--- src/rtl/pga_pkg.sv ---
package pga_pkg;

    localparam int PNUM_W = 5;

    typedef enum logic [1:0] {
        OP_NONE     = 2'd0,
        OP_ALLOC_TX = 2'd1,
        OP_ALLOC_RX = 2'd2,
        OP_RELEASE  = 2'd3
    } op_e;

    typedef struct packed {
        logic              used;
        logic              is_tx;
        logic [PNUM_W-1:0] owner;
    } page_ent_t;

    function automatic logic [PNUM_W-1:0] to_pnum(input int unsigned v);
        return PNUM_W'(v);
    endfunction

endpackage

--- src/rtl/pga_pnum_fifo.sv ---
module pga_pnum_fifo
    import pga_pkg::*;
#(
    parameter int DEPTH = 18
) (
    input  logic              clk,
    input  logic              rst,
    input  logic              push,
    input  logic [PNUM_W-1:0] din,
    input  logic              pop,
    output logic [PNUM_W-1:0] head,
    output logic              empty
);
    localparam int PTR_W = (DEPTH > 1) ? $clog2(DEPTH) : 1;
    localparam int CNT_W = $clog2(DEPTH + 1);
    localparam logic [PTR_W-1:0] LAST = PTR_W'(DEPTH - 1);
    localparam logic [CNT_W-1:0] FULL_CNT = CNT_W'(DEPTH);

    logic [PNUM_W-1:0] mem [DEPTH];
    logic [PTR_W-1:0]  rd_ptr, wr_ptr;
    logic [CNT_W-1:0]  count;
    logic              full, do_push, do_pop;

    assign full    = (count == FULL_CNT);
    assign empty   = (count == '0);
    assign do_push = push && !full;
    assign do_pop  = pop && !empty;
    assign head    = mem[rd_ptr];

    always_ff @(posedge clk) begin
        if (rst) begin
            rd_ptr <= '0;
            wr_ptr <= '0;
            count  <= '0;
            for (int i = 0; i < DEPTH; i++) mem[i] <= '0;
        end else begin
            if (do_push) begin
                mem[wr_ptr] <= din;
                wr_ptr      <= (wr_ptr == LAST) ? '0 : wr_ptr + PTR_W'(1);
            end
            if (do_pop) rd_ptr <= (rd_ptr == LAST) ? '0 : rd_ptr + PTR_W'(1);
            case ({do_push, do_pop})
                2'b10:   count <= count + CNT_W'(1);
                2'b01:   count <= count - CNT_W'(1);
                default: count <= count;
            endcase
        end
    end

    // a push into a full FIFO with no pop leaves the contents alone
    p_full_push_dropped_r7: assert property (@(posedge clk) disable iff (rst)
        (push && full && !pop) |=> ($stable(count) && $stable(head)));

    // a pop from an empty FIFO with no push keeps it empty
    p_empty_pop_stays_r7: assert property (@(posedge clk) disable iff (rst)
        (pop && empty && !push) |=> empty);

endmodule

--- src/rtl/pga_page_table.sv ---
module pga_page_table
    import pga_pkg::*;
#(
    parameter int NUM_PAGES  = 18,
    parameter int PAGE_SHIFT = 8,
    parameter int BYTES_W    = 13,
    parameter int CNT_W      = 5
) (
    input  logic              clk,
    input  logic              rst,
    input  logic              alloc_req,
    input  logic              alloc_is_tx,
    input  logic [BYTES_W-1:0] alloc_bytes,
    input  logic [CNT_W-1:0]  reserve_pages,
    input  logic              rel_a_en,
    input  logic [PNUM_W-1:0] rel_a_pkt,
    input  logic              rel_b_en,
    input  logic [PNUM_W-1:0] rel_b_pkt,
    output logic              alloc_ok,
    output logic [PNUM_W-1:0] alloc_pnum,
    output logic [CNT_W-1:0]  free_cnt
);
    localparam int NEED_W = BYTES_W - PAGE_SHIFT + 1;
    localparam int CMP_W  = ((NEED_W > CNT_W) ? NEED_W : CNT_W) + 2;
    localparam logic [BYTES_W:0] PAGE_MASK = (BYTES_W + 1)'((1 << PAGE_SHIFT) - 1);

    page_ent_t tbl [NUM_PAGES];

    logic [BYTES_W:0]       rounded;
    logic [CMP_W-1:0]       need, free_w, tx_w, hold, taken;
    logic [CNT_W-1:0]       tx_cnt;
    logic [NUM_PAGES-1:0]   pnum_used, grant, rel_hit;

    // page count of the request
    always_comb begin
        rounded = {1'b0, alloc_bytes} + PAGE_MASK;
        if (alloc_bytes == '0) need = CMP_W'(1);
        else                   need = CMP_W'(rounded[BYTES_W:PAGE_SHIFT]);
    end

    // occupancy, transmit share and packet numbers in use
    always_comb begin
        free_cnt  = '0;
        tx_cnt    = '0;
        pnum_used = '0;
        for (int i = 0; i < NUM_PAGES; i++) begin
            if (!tbl[i].used) free_cnt = free_cnt + CNT_W'(1);
            if (tbl[i].used && tbl[i].is_tx) tx_cnt = tx_cnt + CNT_W'(1);
            for (int j = 0; j < NUM_PAGES; j++)
                if (tbl[i].used && tbl[i].owner == to_pnum(j)) pnum_used[j] = 1'b1;
        end
    end

    // lowest free packet number
    always_comb begin
        alloc_pnum = '0;
        for (int j = NUM_PAGES - 1; j >= 0; j--)
            if (!pnum_used[j]) alloc_pnum = to_pnum(j);
    end

    // admission against free pages and the transmit hold-back
    always_comb begin
        free_w = CMP_W'(free_cnt);
        tx_w   = CMP_W'(tx_cnt);
        hold   = (CMP_W'(reserve_pages) > tx_w) ? CMP_W'(reserve_pages) - tx_w : '0;
        if (alloc_is_tx) alloc_ok = (need <= free_w);
        else             alloc_ok = ((need + hold) <= free_w);
    end

    // pick the lowest-indexed free pages
    always_comb begin
        taken = '0;
        grant = '0;
        for (int i = 0; i < NUM_PAGES; i++) begin
            if (!tbl[i].used && taken < need) begin
                grant[i] = 1'b1;
                taken    = taken + CMP_W'(1);
            end
        end
    end

    for (genvar g = 0; g < NUM_PAGES; g++) begin : g_page
        assign rel_hit[g] = tbl[g].used &&
                            ((rel_a_en && tbl[g].owner == rel_a_pkt) ||
                             (rel_b_en && tbl[g].owner == rel_b_pkt));

        always_ff @(posedge clk) begin
            if (rst) begin
                tbl[g] <= '0;
            end else if (rel_hit[g]) begin
                tbl[g].used <= 1'b0;
            end else if (alloc_req && alloc_ok && grant[g]) begin
                tbl[g].used  <= 1'b1;
                tbl[g].is_tx <= alloc_is_tx;
                tbl[g].owner <= alloc_pnum;
            end
        end
    end

    // a granted allocation with no release removes exactly its page count
    p_grant_accounting_r2: assert property (@(posedge clk) disable iff (rst)
        (alloc_req && alloc_ok && !rel_a_en && !rel_b_en)
        |=> (CMP_W'(free_cnt) + $past(need) == CMP_W'($past(free_cnt))));

    // a refused allocation with no release leaves occupancy unchanged
    p_refusal_stable_r3: assert property (@(posedge clk) disable iff (rst)
        (alloc_req && !alloc_ok && !rel_a_en && !rel_b_en) |=> $stable(free_cnt));

    // a release never lowers the free count unless pages are granted
    p_release_monotonic_r8: assert property (@(posedge clk) disable iff (rst)
        ((rel_a_en || rel_b_en) && !alloc_req) |=> (free_cnt >= $past(free_cnt)));

endmodule

--- src/rtl/pkt_page_alloc.sv ---
module pkt_page_alloc
    import pga_pkg::*;
#(
    parameter int NUM_PAGES  = 18,
    parameter int PAGE_BYTES = 256,
    parameter int PAGE_SHIFT = $clog2(PAGE_BYTES),
    parameter int BYTES_W    = $clog2(NUM_PAGES * PAGE_BYTES + 1),
    parameter int CNT_W      = $clog2(NUM_PAGES + 1)
) (
    input  logic               clk,
    input  logic               rst,
    input  logic               cmd_valid,
    input  logic [1:0]         cmd_op,
    input  logic [BYTES_W-1:0] cmd_bytes,
    input  logic               pnr_wr,
    input  logic [PNUM_W-1:0]  pnr_din,
    input  logic [CNT_W-1:0]   reserve_pages,
    input  logic               auto_release,
    input  logic               tx_done_valid,
    input  logic [PNUM_W-1:0]  tx_done_pkt,
    input  logic               tx_done_ok,
    input  logic               rx_done_valid,
    input  logic [PNUM_W-1:0]  rx_done_pkt,
    input  logic               rx_pop,
    input  logic               tx_pop,
    output logic [PNUM_W-1:0]  pnr_q,
    output logic               alloc_done,
    output logic               alloc_fail,
    output logic [PNUM_W-1:0]  alloc_pkt,
    output logic [CNT_W-1:0]   free_pages,
    output logic [PNUM_W-1:0]  rx_head,
    output logic               rx_empty,
    output logic [PNUM_W-1:0]  tx_head,
    output logic               tx_empty
);
    localparam int NQ = 2;   // queue 0: receive, queue 1: transmit completion

    op_e               op;
    logic              alloc_req, alloc_is_tx, rel_cmd, auto_rel;
    logic              alloc_ok;
    logic [PNUM_W-1:0] alloc_pnum;
    logic              q_push [NQ];
    logic              q_pop  [NQ];
    logic [PNUM_W-1:0] q_din  [NQ];
    logic [PNUM_W-1:0] q_head [NQ];
    logic              q_empty[NQ];

    assign op          = op_e'(cmd_op);
    assign alloc_req   = cmd_valid && (op == OP_ALLOC_TX || op == OP_ALLOC_RX);
    assign alloc_is_tx = (op == OP_ALLOC_TX);
    assign rel_cmd     = cmd_valid && (op == OP_RELEASE);
    assign auto_rel    = tx_done_valid && tx_done_ok && auto_release;

    pga_page_table #(
        .NUM_PAGES (NUM_PAGES),
        .PAGE_SHIFT(PAGE_SHIFT),
        .BYTES_W   (BYTES_W),
        .CNT_W     (CNT_W)
    ) u_table (
        .clk          (clk),
        .rst          (rst),
        .alloc_req    (alloc_req),
        .alloc_is_tx  (alloc_is_tx),
        .alloc_bytes  (cmd_bytes),
        .reserve_pages(reserve_pages),
        .rel_a_en     (rel_cmd),
        .rel_a_pkt    (pnr_q),
        .rel_b_en     (auto_rel),
        .rel_b_pkt    (tx_done_pkt),
        .alloc_ok     (alloc_ok),
        .alloc_pnum   (alloc_pnum),
        .free_cnt     (free_pages)
    );

    assign q_push[0] = rx_done_valid;
    assign q_din[0]  = rx_done_pkt;
    assign q_pop[0]  = rx_pop;
    assign q_push[1] = tx_done_valid && !auto_rel;
    assign q_din[1]  = tx_done_pkt;
    assign q_pop[1]  = tx_pop;

    for (genvar q = 0; q < NQ; q++) begin : g_queue
        pga_pnum_fifo #(.DEPTH(NUM_PAGES)) u_fifo (
            .clk  (clk),
            .rst  (rst),
            .push (q_push[q]),
            .din  (q_din[q]),
            .pop  (q_pop[q]),
            .head (q_head[q]),
            .empty(q_empty[q])
        );
    end

    assign rx_head  = q_head[0];
    assign rx_empty = q_empty[0];
    assign tx_head  = q_head[1];
    assign tx_empty = q_empty[1];

    always_ff @(posedge clk) begin
        if (rst) begin
            pnr_q      <= '0;
            alloc_done <= 1'b0;
            alloc_fail <= 1'b0;
            alloc_pkt  <= '0;
        end else begin
            if (pnr_wr) pnr_q <= pnr_din;
            if (alloc_req) begin
                alloc_done <= alloc_ok;
                alloc_fail <= !alloc_ok;
                if (alloc_ok) alloc_pkt <= alloc_pnum;
            end
        end
    end

    // success and failure are never reported together
    p_done_fail_exclusive_r3: assert property (@(posedge clk) disable iff (rst)
        !(alloc_done && alloc_fail));

    // a successful allocation without a same-cycle release lowers free pages
    p_done_lowers_free_r2: assert property (@(posedge clk) disable iff (rst)
        (alloc_req && !rel_cmd && !auto_rel) ##1 alloc_done |-> (free_pages < $past(free_pages)));

    // an automatically released completion never reaches the completion queue
    p_auto_release_unqueued_r6: assert property (@(posedge clk) disable iff (rst)
        (auto_rel && !tx_pop) |=> ($stable(tx_empty) && $stable(tx_head)));

    // the packet-number register only moves on a write
    p_pnr_hold_r9: assert property (@(posedge clk) disable iff (rst)
        !pnr_wr |=> $stable(pnr_q));

endmodule

--- config.mk ---
export PLATFORM = sky130hd
export DESIGN_NAME = pkt_page_alloc
export DESIGN_NICKNAME = d
export VERILOG_FILES = /design/src/rtl/pga_pkg.sv /design/src/rtl/pga_pnum_fifo.sv /design/src/rtl/pga_page_table.sv /design/src/rtl/pkt_page_alloc.sv
export SDC_FILE = /design/constraint.sdc
export NUM_CORES = 1
export LEC_CHECK = 0
export BUFFER_PORTS_ARGS = -buffer_cell sky130_fd_sc_hd__buf_4
export CORE_MARGIN = 1.5
export CORE_UTILIZATION = 25
export CTS_CLUSTER_DIAMETER = 200
export CTS_CLUSTER_SIZE = 25
export DETAILED_ROUTE_END_ITERATION = 8
export SLEW_MARGIN = 0
export SYNTH_ARGS = -nofsm -noshare
export SYNTH_HDL_FRONTEND = slang
export SYNTH_HIERARCHICAL = 1
export SYNTH_SLANG_ARGS = --single-unit
--- constraint.sdc ---
create_clock -name clk -period 90.8 [get_ports clk]
set_input_delay 9.08 -clock clk [delete_from_list [all_inputs] [get_ports clk]]
set_output_delay 9.08 -clock clk [all_outputs]
set_load 0.005 [all_outputs]
# Word-level counts from Yosys, hierarchy flattened
# Memory sizes are Yosys's and may differ from the RTL's. A register that Yosys moved wholly into a read port is not among the register bits.
# Cells that the tools add are included.
# op_classes
eq_ne	355
bitwise	72
n_addsub	61
n_reduce_logical	511
magnitude_cmp	21
muxes	638
# ops
op	count
$eq 5x4->1 const B	144
$mux 1	536
$logic_and 1x1->1	442
$mux 5	82
$eq 5x3->1 const B	72
$eq 5x5->1 const B	42
$add 5x1->5 const B	38
$eq 5x2->1 const B	36
$eq 5x5->1	36
$mux 8	17
$lt 8x6->1	16
$add 8x1->8 const B	15
$logic_not 5->1	20
$eq 5x1->1 const B	18
$or 1x1->1	72
$logic_not 1->1	24
$pmux 5 s2	2
$logic_or 1x1->1	19
$add 13x8->14 const B	1
$logic_not 13->1	1
$reduce_or 5->1	2
$sub 5x1->5 const B	2
$add 6x8->8	1
$eq 2x2->1 const B	4
other kinds (11)	16
# word_totals
word_cells	1671
out_inout_bits	29
n_memories	3
input_bits	45
ramBits	306
regBits	42
# memory_table
name	words	width	read_ports	rd_ports_with_merged_regs	write_ports	line	rtl
u_table.tbl	18	7	18	0	18	pga_page_table.sv:27	page_ent_t tbl [NUM_PAGES];
g_queue[0].u_fifo.mem	18	5	1	1	18	pga_pnum_fifo.sv:19	logic [PNUM_W-1:0] mem [DEPTH];
g_queue[1].u_fifo.mem	18	5	1	1	18	pga_pnum_fifo.sv:19	

# Logic depth before layout (Yosys ltp)
# Gate-level depths: netlist of the first run.
# depth
ltp_word	62
ltp_mapped	162
depth_no_buf	157

# By module
# The synthesis of the first run kept the hierarchy.
# by_module_without_submodules
mod	seq_area_each_um2	area_per_inst_um2	n_inst	cells_per_inst
pga_page_table	3783.6	19097.1	1	2428
pga_pnum_fifo	5205.0	7786.2	2	507
pkt_page_alloc	240.2	489.2	1	52

# Worst setup path after synthesis of the first run
# Ideal clock, no wire load.
# synth_timing
path_kind	input port to flip-flop
startpoint	input cmd_bytes[7]
endpoint	memory u_table/tbl[8][10] (netlist name), enable pin
required_ps	90440
t_arrival_ps	39108
cell_stages	150
setup_time_ps	360
slack_ps	51332
path_buffers	5
path_cell_list	or4_1 > o21ai_1 > xor2_1 > ha_1 > o21a_1 > a31oi_1 > nand3_1 > inv_1 > ha_1 > and2_1 > or2_2 > a31o_2 > a211o_1 > nand2_1 > mux2_2 > ha_1 > nand2_1 > or4b_2 > [... 114 more ...] > buf_6 > mux2_2 > ha_1 > o21a_1 > o21a_1 > o211ai_1 > a41o_1 > and3_1 > nand2_1 > xnor2_1 > ha_1 > a21o_1 > a21oi_1 > nor2b_1 > o21ai_0 > o2111a_1 > o211ai_2 > o21bai_1
# synth_rtl
element	line	rtl
start, declared	pkt_page_alloc.sv:14	input logic [BYTES_W-1:0] cmd_bytes,
end, declared	pga_page_table.sv:27	

==> results of run 1 <==
==> flip-flops by register name, summed over array words and instances, names as in the netlist, named ones only <==
name and count:
alloc_done 1, g_queue.u_fifo/rd_ptr 10, alloc_pkt 5, g_queue.u_fifo/mem 320
g_queue.u_fifo/wr_ptr 10, pnr_q 5, g_queue.u_fifo/count 10, u_table/tbl 126
alloc_fail 1
==> how the worst min path moves through the flow <==
stage,startpoint,to,cells after the start
finish,alloc_pkt[0],alloc_pkt[0],2
global route,alloc_pkt[0],alloc_pkt[0],2
CTS,alloc_pkt[0],alloc_pkt[0],2
detailed placement,alloc_pkt[0],alloc_pkt[0],2
global placement,alloc_pkt[0],alloc_pkt[0],2
floorplan,alloc_pkt[4],alloc_pkt[4],2
==> through the flow <==
stage | setup WS, ns | utilization | hold slack (ns) | std cells | cell area (um2)
after global placement | 48.30 | 0.270 | 0.446 | 5295 | 37600
after global routing | 44.54 | 0.274 | 0.505 | 5337 | 38300
final | 47.56 | 0.274 | 0.474 | 5337 | 38300
after CTS | 47.95 | 0.274 | 0.476 | 5337 | 38300
after floorplan | 51.33 | - | 0.447 | 3498 | 35200
after detailed placement | 47.43 | 0.270 | 0.452 | 5295 | 37600
==> critical path, delay by kind of cell <==
| kind | cells | cell delay, ns |
|---|---|---|
| simple gates | 45 | 9.34 |
| fa+ha+maj | 17 | 4.89 |
| xor+xnor | 8 | 2.36 |
| buf+inv | 9 | 1.20 |
| compound gates | 59 | 14.48 |
| mux | 6 | 2.08 |
==> synth_stat cells (all sizes together), types with 16 or more instances <==
cell and number:
nand4 58, nand4b 17, a211oi 28, buf 50, nor3b 19, or2 20, nand3 143, mux2 53
ha 160, and3 32, mux4 100, and2 46, inv 119, edfxtp 446, dfxtp 52, nor2b 87
clkbuf 141, o21a 16, nor3 119, mux2i 23, nor2 443, a21o 51, a31oi 35, o211ai 17
xor2 191, nand2b 66, a22oi 31, xnor2 151, nand2 267, nor4 79, o21ai 77, a21oi 92
o22ai 47
==> cell families (layout without fill, tap and decap cells) <==
group / after synthesis / count (layout) / share of synthesized area
compound gates: 544 / 544 / 0.111
xor+xnor: 346 / 346 / 0.0905
fa+ha+maj: 165 / 165 / 0.0595
buf+inv: 315 / 278 / 0.0356
flops: 498 / 498 / 0.411
mux: 176 / 176 / 0.0883
other cells: 1 / 5 / 0.000107
simple gates: 1449 / 1449 / 0.204
==> cell type report <==
| type | count | area, um2 |
|---|---|---|
| Clock inverter | 2 | 23.8 |
| Clock buffer | 40 | 639 |
| Inverter | 124 | 468 |
| Tap cell | 1876 | 2350 |
| Multi-Input combinational cell | 2685 | 19500 |
| Timing Repair Buffer | 112 | 841 |
| Fill cell | 14700 | 101000 |
| Sequential cell | 498 | 14400 |
==> metal layers <==
metal | track usage | vias up
met3 | 0.0177 | 176
met1 | 0.213 | 13800
met4 | 0.0390 | 6
li1 | - | 12800
met2 | 0.271 | 861
met5 | 0 | -
==> placed cells by master (no fill, tap or decap), types with 35 or more instances in the layout <==
cell type  Yosys  layout
nor2_1       440     440
and2_1        45      45
xor2_1       190     188
dfxtp_1       52      49
a21oi_1       89      89
mux2_2        52      52
nor4_1        76      76
nand4_1       58      58
a21o_1        50      50
o22ai_1       47      47
xnor2_1      141     140
nand3_1      142     142
nand2b_1      66      66
inv_1        106     106
nor3_1       118     118
a31oi_1       35      35
nand2_1      266     266
mux4_2       100     100
buf_4          3     112
ha_1         160     160
edfxtp_1     446     446
o21ai_0       67      67
nor2b_1       86      84
==> metrics, run 1 <==
gr ovfl total 0; period utilisation layout 0.476; Slew @ Worst Pin approximately 1.2 ns; WS Path Type in -> reg; largest net degree at the start of global routing 46; synthesized flop and latch total between 400 and 500; Initial Util 0.252; Starting DRT DRC Count 2327; M1 WL 51900 um; CP startpoint kind primary input; Vias/cell between 5 and 6; Area Overhead vs Synth 8.94%; Critical Path Sink Type flop; initial antenna violation count 3; Worst setup endpoint u_table/tbl[8][11]; reg2reg end u_table/tbl[8][11]; number of synthesized flops with an enable pin about 450; Final Slew Violations 0; # IOs 74; routability congestion estimate from global placement slightly above 1; CP max stage delay 0.67 ns; sequential area share after synthesis 0.411; worst r2r src u_table/tbl[0][6]; ys async rst share 0; total global-route track usage 0.159; Clock Latency Late Sink slightly above 0.6 ns; slew margin rel. 0.181; most used cell, CP ha_1; CTS Buf Count 23; Clock transition at path regs 0.11 ns; yosys warns 6; 1st-pass router iterations 5; prevailing post-synth register cell edfxtp_1; WP data required between 90 and 100 ns; Final min period roughly 43 ns; Worst R2R Setup Slack approximately 56 ns; CP max FO 16; vias in the first global route 26900; leading area contributor after synthesis edfxtp_1; Worst setup startpoint cmd_bytes[7]; Final #Nets about 3700; highest metal used met5; max cap viols 0; first-pass GRT wire length 174000 um; fraction of layout cells with a size suffix above 1 0.114; Cell variety after synth roughly 120; Final Skew 0.0258 ns; Setup Viol. Count Final 0; top cell type's share of synthesized area 0.381; CTS resizes 0; DP HPWL between 80000 and 90000 um; Min-Delay Path Class reg -> reg; CTS Hold Bufs 0; Die H about 380 um; antenna viol nets, final 0; Max Freq 23.1 MHz; Worst Path Arrival 43.49 ns; Reg2Reg Depth around 140; largest cells by area after synthesis edfxtp_1 38%, mux4_2 6.4%, ha_1 5.7%; # diodes 0; die width 378 um; Avg WL per Cell 21.9 um; H-tree levels 1; Syn Inst Count 3494; final hold vios 0; met2 wire length roughly 56000 um; Row Count roughly 140; Setup Buffers After CTS 0; CTS tree done; Synth Cell Area about 35000 um2; setup_tns 0 ns; WL final approximately 120000 um; CTS root buf clkbuf_16; RSZ-0062 raised after global routing false; Sink Count 498; status finished clean; number of I/O port buffers 73; area of the die around 140000 um2; CP max stage cell mux2i_2; clk buf depth 3; met3 routed WL roughly 6000 um; core area around 140000 um2; syn_area_per_cell just over 10 um2; drt drc 0; Via Count 27600
Power of run 1 is not shown: default switching activity piles up to over one toggle a cycle in this logic, so the estimate is an artifact.
==> run 2: changes to the inputs <==
clock period = 41.8 ns   (was 90.8 ns; I/O delays follow)
==> run 2 against run 1 <==
Net effect:
- cell count did not move
- die area unchanged
- highest routed layer unchanged
- hold slack better by 0.015 ns
==> metrics, run 2 (synthesis results as in run 1) <==
Worst R2R Setup Slack 6.59 ns; Fin Hold WS 0.489 ns; drt drc 0; antenna viol nets, final 0; commonest non-fill, non-tap cell in the layout edfxtp_1; Area Overhead vs Synth 8.98%; total global-route track usage 0.159; slew margin rel. 0.160; Starting DRT DRC Count between 2000 and 3000; WP data required around 42 ns; Slew @ Worst Pin 1.24 ns; DP HPWL slightly below 90000 um; CTS Buf Count 23; CTS tree done; Worst setup startpoint cmd_bytes[7]; cell family with most CP delay compound AO/OA/AOI/OAI gates; largest net degree at the start of global routing about 40; Clock Latency Late Sink between 0.6 and 0.7 ns; Die H between 300 and 400 um; # diodes 0; WS Path Type in -> reg; Vias/cell 5.20; first-pass GRT wire length between 150000 and 200000 um; Critical Path Stages approximately 140; routability congestion estimate from global placement about 1.0; Avg WL per Cell 21.8 um; Reg2Reg Depth approximately 140; Final Skew ~0.022 ns; initial antenna violation count 4; WL final between 100000 and 150000 um; worst setup margin 3.25 ns; Biggest register g_queue.u_fifo/mem; RSZ-0062 raised after global routing false; post-layout util 0.275; setup_tns 0 ns; CP max FO 16; Setup Viol. Count Final 0; area of the die about 140000 um2; Sink Count ~500; max reg flops 320; Via Count 27800; CTS Hold Bufs 0; Worst setup endpoint u_table/tbl[8][9]; commonest cells after routing, fill and taps aside 446 x edfxtp_1, 440 x nor2_1, 266 x nand2_1, 188 x xor2_1, 160 x ha_1; Buf/Inv on CP 10; status finished clean; Setup Buffers After CTS 0; DP Worst Slack between 3 and 4 ns; worst r2r src u_table/tbl[0][6]; number of I/O port buffers between 70 and 80; most used cell, CP ha_1; period utilisation layout 0.922; CTS root buf clkbuf_16; Worst Path Arrival a little under 40 ns; H-tree levels 1; gr ovfl total 0; CP max stage cell mux2i_2; Min-Delay Path Class reg -> reg; clk buf depth 3; # IOs 74; Final min period 38.55 ns; Top Registers g_queue.u_fifo/mem: 320 flops, u_table/tbl: 126 flops; reg2reg end u_table/tbl[8][9]; Row Count 137; vias in the first global route 26900; 1st-pass router iterations 6; die width 378 um; CTS resizes 0; CP max stage delay 0.71 ns; Clock transition at path regs 0.10 ns; Critical Path Sink Type flop; core area 140000 um2; Final #Nets 3653; Final Slew Violations 0; Max Freq 25.9 MHz; fraction of layout cells with a size suffix above 1 0.114; CP startpoint kind primary input; max cap viols 0; Initial Util 0.252; final hold vios 0
## run 2: worst reg2reg max path, delay by kind of cell (launching register included)
kind	cells	cell delay, ns
buffers and inverters	10	1.87
AND/OR/NAND/NOR	46	9.02
adder cells (fa/ha/maj)	17	4.92
flip-flops	1	0.67
XOR/XNOR	8	2.35
multiplexers	6	2.10
AO/OA/AOI/OAI	55	13.93
## run 2: routing by layer
metal,track usage,vias to the layer above,share of wire,wire length [um]
met5,0,-,0.00027,31
met3,0.0180,171,0.054,6260
met2,0.268,917,0.47,55100
met4,0.0421,4,0.027,3170
met1,0.214,13900,0.45,52000
li1,-,12800,-,-
## run 2: metrics by stage
stage / instances / cell area (um2)
floorplan: 3498 / 35200
global placement: 5295 / 37600
detailed placement: 5295 / 37600
CTS: 5337 / 38300
global route: 5337 / 38300
finish: 5337 / 38300
## run 2: worst min path at each step
stage,from,end,cells past startpoint
finish,alloc_pkt[3],alloc_pkt[3],2
CTS,alloc_pkt[2],alloc_pkt[2],2
floorplan,alloc_pkt[4],alloc_pkt[4],2
global placement,alloc_pkt[3],alloc_pkt[3],2
detailed placement,alloc_pkt[2],alloc_pkt[2],2
global route,alloc_done,alloc_done,2
## run 2: area by class of cell
type / instances / area (um2)
Clock buffer: 40 / 639
Clock inverter: 2 / 37.5
Fill cell: 14700 / 101000
Inverter: 124 / 468
Multi-Input combinational cell: 2685 / 19500
Sequential cell: 498 / 14400
Tap cell: 1876 / 2350
Timing Repair Buffer: 112 / 841
Power of run 2 is left out for the same reason.
